==> src/rtl/alm_pkg.sv <==
package alm_pkg;
    localparam int IN_W      = 8;
    localparam int HALF_BITS = 64;
    localparam int CFG_AW    = $clog2(2 * HALF_BITS);
    localparam int MODE_W    = 3;
    localparam int N_OUT     = 2;

    typedef enum logic [MODE_W-1:0] {
        MD_QUAD       = 3'd0,
        MD_TRI_PENTA  = 3'd1,
        MD_PENTA_PAIR = 3'd2,
        MD_HEXA       = 3'd3,
        MD_HEXA_TWIN  = 3'd4,
        MD_ARITH      = 3'd5,
        MD_RSV6       = 3'd6,
        MD_RSV7       = 3'd7
    } alm_mode_e;

    typedef struct packed {
        logic             cout;
        logic [N_OUT-1:0] f;
    } alm_res_t;

    // returns {carry, sum}
    function automatic logic [1:0] full_add(input logic a, input logic b, input logic c);
        full_add = {(a & b) | (a & c) | (b & c), a ^ b ^ c};
    endfunction
endpackage

==> src/rtl/alm_cfg_store.sv <==
module alm_cfg_store
    import alm_pkg::*;
#(
    parameter int HB = HALF_BITS,
    localparam int AW = $clog2(2 * HB)
) (
    input  logic          clk,
    input  logic          cfg_en,
    input  logic          cfg_we,
    input  logic [AW-1:0] cfg_addr,
    input  logic          cfg_data,
    output logic [HB-1:0] lo_tab,
    output logic [HB-1:0] hi_tab
);
    logic [HB-1:0] lo_q;
    logic [HB-1:0] hi_q;

    always_ff @(posedge clk) begin
        if (cfg_en && cfg_we) begin
            if (cfg_addr[AW-1])
                hi_q[cfg_addr[AW-2:0]] <= cfg_data;
            else
                lo_q[cfg_addr[AW-2:0]] <= cfg_data;
        end
    end

    assign lo_tab = lo_q;
    assign hi_tab = hi_q;
endmodule

==> src/rtl/alm_lut_mux.sv <==
module alm_lut_mux
    import alm_pkg::*;
#(
    parameter int HB = HALF_BITS
) (
    input  alm_mode_e       mode,
    input  logic [IN_W-1:0] din,
    input  logic            cin,
    input  logic            hold,
    input  logic [HB-1:0]   lo_tab,
    input  logic [HB-1:0]   hi_tab,
    output alm_res_t        res
);
    logic [1:0] add0;
    logic [1:0] add1;

    always_comb begin
        add0 = full_add(din[0], din[1], cin);
        add1 = full_add(din[2], din[3], add0[1]);
        res  = '0;
        if (!hold) begin
            unique case (mode)
                MD_QUAD: begin
                    res.f[0] = lo_tab[din[3:0]];
                    res.f[1] = hi_tab[din[7:4]];
                end
                MD_TRI_PENTA: begin
                    res.f[0] = lo_tab[din[2:0]];
                    res.f[1] = hi_tab[din[7:3]];
                end
                MD_PENTA_PAIR: begin
                    res.f[0] = lo_tab[{din[4:2], din[1:0]}];
                    res.f[1] = hi_tab[{din[7:5], din[1:0]}];
                end
                MD_HEXA: begin
                    res.f[0] = lo_tab[din[5:0]];
                end
                MD_HEXA_TWIN: begin
                    res.f[0] = lo_tab[{din[5:4], din[3:0]}];
                    res.f[1] = lo_tab[{din[7:6], din[3:0]}];
                end
                MD_ARITH: begin
                    res.f[0] = add0[0];
                    res.f[1] = add1[0];
                    res.cout = add1[1];
                end
                default: res = '0;
            endcase
        end
    end
endmodule

==> src/rtl/alm_out_regs.sv <==
module alm_out_regs
    import alm_pkg::*;
#(
    parameter int NO = N_OUT
) (
    input  logic          clk,
    input  logic          rst,
    input  logic          ce,
    input  logic          hold,
    input  logic [NO-1:0] sel,
    input  logic [NO-1:0] comb,
    output logic [NO-1:0] q,
    output logic [NO-1:0] dout
);
    for (genvar i = 0; i < NO; i++) begin : g_out
        logic q_r;
        always_ff @(posedge clk) begin
            if (rst)
                q_r <= 1'b0;
            else if (ce && !hold)
                q_r <= comb[i];
        end
        assign q[i]    = q_r;
        assign dout[i] = sel[i] ? q_r : comb[i];
    end
endmodule

==> src/rtl/alm_cell.sv <==
module alm_cell
    import alm_pkg::*;
(
    input  logic              clk,
    input  logic              rst_i,
    input  logic              cfg_en_i,
    input  logic              cfg_we_i,
    input  logic [CFG_AW-1:0] cfg_addr_i,
    input  logic              cfg_data_i,
    input  logic [MODE_W-1:0] mode_i,
    input  logic [N_OUT-1:0]  oreg_sel_i,
    input  logic              ce_i,
    input  logic [IN_W-1:0]   din_i,
    input  logic              cin_i,
    output logic [N_OUT-1:0]  out_o,
    output logic              cout_o
);
    logic [HALF_BITS-1:0] lo_tab;
    logic [HALF_BITS-1:0] hi_tab;
    alm_res_t             res;
    logic [N_OUT-1:0]     reg_q;

    alm_cfg_store #(.HB(HALF_BITS)) u_store (
        .clk      (clk),
        .cfg_en   (cfg_en_i),
        .cfg_we   (cfg_we_i),
        .cfg_addr (cfg_addr_i),
        .cfg_data (cfg_data_i),
        .lo_tab   (lo_tab),
        .hi_tab   (hi_tab)
    );

    alm_lut_mux #(.HB(HALF_BITS)) u_mux (
        .mode   (alm_mode_e'(mode_i)),
        .din    (din_i),
        .cin    (cin_i),
        .hold   (cfg_en_i),
        .lo_tab (lo_tab),
        .hi_tab (hi_tab),
        .res    (res)
    );

    alm_out_regs #(.NO(N_OUT)) u_regs (
        .clk  (clk),
        .rst  (rst_i),
        .ce   (ce_i),
        .hold (cfg_en_i),
        .sel  (oreg_sel_i),
        .comb (res.f),
        .q    (reg_q),
        .dout (out_o)
    );

    assign cout_o = res.cout;
endmodule

==> config.mk <==
export PLATFORM = sky130hd
export DESIGN_NAME = alm_cell
export DESIGN_NICKNAME = d
export VERILOG_FILES = /design/src/rtl/alm_pkg.sv /design/src/rtl/alm_cfg_store.sv /design/src/rtl/alm_lut_mux.sv /design/src/rtl/alm_out_regs.sv /design/src/rtl/alm_cell.sv
export SDC_FILE = /design/constraint.sdc
export NUM_CORES = 1
export LEC_CHECK = 0
export BUFFER_PORTS_ARGS = -buffer_cell sky130_fd_sc_hd__buf_2
export CAP_MARGIN = 20
export CORE_UTILIZATION = 38
export DETAILED_ROUTE_END_ITERATION = 8
export GPL_TIMING_DRIVEN = 0
export PLACE_DENSITY = 0.66
export REMOVE_ABC_BUFFERS = 1
export SLEW_MARGIN = 5
export SYNTH_ARGS = -nofsm -noshare
export SYNTH_HDL_FRONTEND = slang
export SYNTH_SLANG_ARGS = --single-unit
==> constraint.sdc <==
create_clock -name clk -period 6.91 [get_ports clk]
set_clock_uncertainty 0.1 [all_clocks]
set_input_delay 2.073 -clock clk [delete_from_list [all_inputs] [get_ports clk]]
set_output_delay 2.073 -clock clk [all_outputs]
set_load 0.1 [all_outputs]
==> run metrics <==
maximum single-stage delay on the critical path 0.56 ns; Placed Instance Area around 5400 um2; pin count of the biggest net entering global routing 66; die height ~120 um; fraction of the core area covered by cells at the end of the flow approximately 43%; CP Class in2out; count of boundary I/O pins 30; number of DRC violations after detailed-routing iteration 0 roughly 290; category of the worst setup path launch point input port; final number of hold-violating endpoints 0; starting density of the core 38.9%; final net count approximately 440; wirelength, routed 11.1 mm; total non-filler cell area in the finished layout 5660 um2; clk_lat worst skew 0.35 ns; Bufs on Longest Clock Path 2; number of placed instances with taps included 580; biggest fanout along the worst timing path 24; clock transition at the registers of the reported paths 0.07 ns; CP Data Arrival Time 4.59 ns; Avg Cell Area, Syn between 10 and 15 um2; Worst R2R Start u_store.hi_tab[6]; count of different cell masters after synthesis 50; first-pass GRT wire length 17.7 mm; site row count 42; Slew Limit Fails 0; number of antenna violations at the first check in global routing 0; number of search-and-repair iterations in the first detailed-routing pass 4; ratio of total power to cell area 222 nW/um2; adder and majority gate portion of the synthesized area less than 1%; final weighted congestion in routability-driven placement 0.770; fraction of final layout cells with drive strength greater than 1 20.7%; combinational family with the most area after synthesis multiplexers; run status finished clean; Cells after Synth 400; worst-case headroom to the max-slew limit between 50% and 60%; worst slack, placed -0.271 ns; final worst setup slack 0.146 ns; upper clock frequency limit 0.148 GHz; overall die area 14000 um2; number of max-capacitance violations reported 0; start point of the worst min-delay path u_regs.g_out[0].q_r; post-layout minimum cycle time 6.76 ns; #FFs+latches synth roughly 100; cts bufs inserted 9; crit-path cells buf_4 -> mux4_2 -> nor2b_1 -> a2111oi_1 -> nor4_1 -> a31o_1 -> o21ai_1 -> o211ai_1 -> buf_2; post-route antenna net violation count 0; Inserted Diodes 0; IR drop worst, VDD 0.126 mV; fin crit share 97.9%; DIE WIDTH 118 um; Post-Layout Cell Count 596; mean number of vias per cell 5.53; post-synth design cell area 5160 um2; slowest cell on the critical path mux4_2; Num Clock Sinks 98; total DRC errors in the routed layout 0; overall track demand over capacity in global routing 16.7%; classification of the worst-slack hold path reg2reg; aggregate global routing overflow 0; sequential element share of the synthesized area 56.7%; number of input and output port buffers inserted 29; number of endpoints failing setup at the final stage 0; multiplexer share of the synthesized area 18.2%; clock tree from TritonCTS yes; leakage component of the power 1.77 nW; vias between 3000 and 4000; RSZ-0062 raised after global routing no; sum of net half-perimeters after detailed placement 7.25 mm; synthesized-area fraction occupied by xor and xnor cells 0%; Routed wire per std cell approximately 19 um; deepest level of the CTS H-tree 3; number of warnings printed during yosys synthesis 0; synthesized-area fraction occupied by ao, oa, aoi and oai cells 5.02%; Worst Path Required 4.74 ns; clk root buf clkbuf_16; area delta synth->final 9.78%; critical path startpoint din_i[1]; worst slew pin tran 0.648 ns; area inside the core boundary 13200 um2; via count of the first global-routing pass 3292; crit end category output port; simple-gate portion of the synthesized area between 10% and 20%
logic make-up after synthesis:
| group | count (synthesis) |
|---|---|
| DFF | 98 |
| muxes | 53 |
| and+or+nand+nor | 183 |
| AOI/OAI and AO/OA | 32 |
| buffers and inverters | 32 |
| adders and majority gates | 2 |
where the power goes:
part | switching (mW) | total (mW) | internal, mW
Combinational | 0.0753 | 0.120 | 0.0449
Clock | 0.232 | 0.483 | 0.251
Sequential | 0.000751 | 0.654 | 0.653
flip-flops by register name, indices dropped and copies added (netlist names):
register / count
u_store.lo_tab: 64
u_store.hi_tab: 32
u_regs.g_out.q_r: 2
layout by cell type, fill, tap and decap left out, types with 3 or more instances in the layout:
| master | n |
|---|---|
| mux2i_1 | 17 |
| nand2_1 | 28 |
| nand3_1 | 10 |
| mux4_1 | 4 |
| o21ai_0 | 3 |
| edfxtp_1 | 96 |
| buf_2 | 27 |
| clkbuf_16 | 9 |
| nor2_1 | 110 |
| nand2b_1 | 5 |
| nor3_1 | 8 |
| a211oi_1 | 3 |
| nand3b_1 | 4 |
| inv_1 | 4 |
| nor2b_1 | 8 |
| mux2_2 | 5 |
| mux4_2 | 27 |
| a22oi_1 | 4 |
| o211ai_1 | 3 |
worst paths after layout:
| check | cells past startpoint | to | slack [ns] |
|---|---|---|---|
| max | 9 | out_o[1] | 0.15 |
| min reg2reg | 2 | u_regs.g_out[0].q_r | 0.41 |
| max reg2reg | 7 | u_regs.g_out[1].q_r | 4.48 |
| min | 2 | u_regs.g_out[0].q_r | 0.41 |
worst max-delay path: cells and delay by family:
family	cells	cell delay, ns
AO/OA/AOI/OAI	4	1.00
buffers and inverters	2	0.66
multiplexers	1	0.56
AND/OR/NAND/NOR	2	0.29
synth_stat cells, drive strengths merged:
master | instances | share of area, %
nor2 | 110 | 8.0
clkinv | 1 | 0.073
mux2i | 17 | 3.3
o31ai | 1 | 0.15
and2 | 2 | 0.24
nand3b | 4 | 0.58
o211ai | 4 | 0.68
nor4 | 1 | 0.12
dfxtp | 2 | 0.78
edfxtp | 96 | 56
a211o | 1 | 0.17
o21bai | 1 | 0.22
a21oi | 1 | 0.097
buf | 12 | 2.5
or3b | 2 | 0.34
mux4 | 31 | 14
a311oi | 2 | 0.46
or2 | 1 | 0.12
nand4b | 1 | 0.17
nand2 | 28 | 2.0
a2111oi | 3 | 0.63
mux2 | 5 | 1.1
inv | 5 | 0.36
or4 | 2 | 0.29
nand2b | 5 | 0.61
o311a | 1 | 0.19
a211oi | 3 | 0.44
nor2b | 8 | 0.97
a32oi | 1 | 0.17
fa | 2 | 0.78
o311ai | 1 | 0.17
a22oi | 4 | 0.58
a31oi | 2 | 0.24
a41oi | 1 | 0.17
o21ai | 5 | 0.49
clkbuf | 14 | 1.0
nor3 | 8 | 0.78
nand3 | 10 | 0.97
or3 | 1 | 0.12
a31o | 1 | 0.17
area by class of cell:
class	count	area [um2]
flip-flops and latches	98	2920
multi-input cells	270	2040
inverters	6	22.5
clock buffers	9	225
repair buffers	30	170
well taps	176	220
fillers	1215	7580
clock inverters	7	61.3
per-stage QoR:
stage | power (mW) | hold WS (ns) | TNS, ns
2_1_floorplan | 0.735 | 0.373 | -0.920
3_3_place_gp | 0.784 | 0.386 | -0.267
4_1_cts | 1.27 | 0.419 | 0
5_1_grt | 1.30 | 0.449 | 0
6_report | 1.26 | 0.413 | 0
3_5_place_dp | 0.787 | 0.408 | -0.373
metal layers:
metal  up-vias  global-route usage, %  part of all wire (%)
li1       1529                      -                     -
met1      1662                   22.6                    42
met2        89                   26.8                    50
met3        17                   2.75                   6.4
met4         0                   7.20                   2.1
met5         -                      0                     0
what timing repair did:
action | CTS | global route
hold buffers | 0 | 0
gates resized for setup | 3 | 2
setup buffers | 0 | 0
setup endpoints to repair | 2 | 1
pin swaps | 0 | 0
Note: power is estimated with default switching activity, not from simulation.
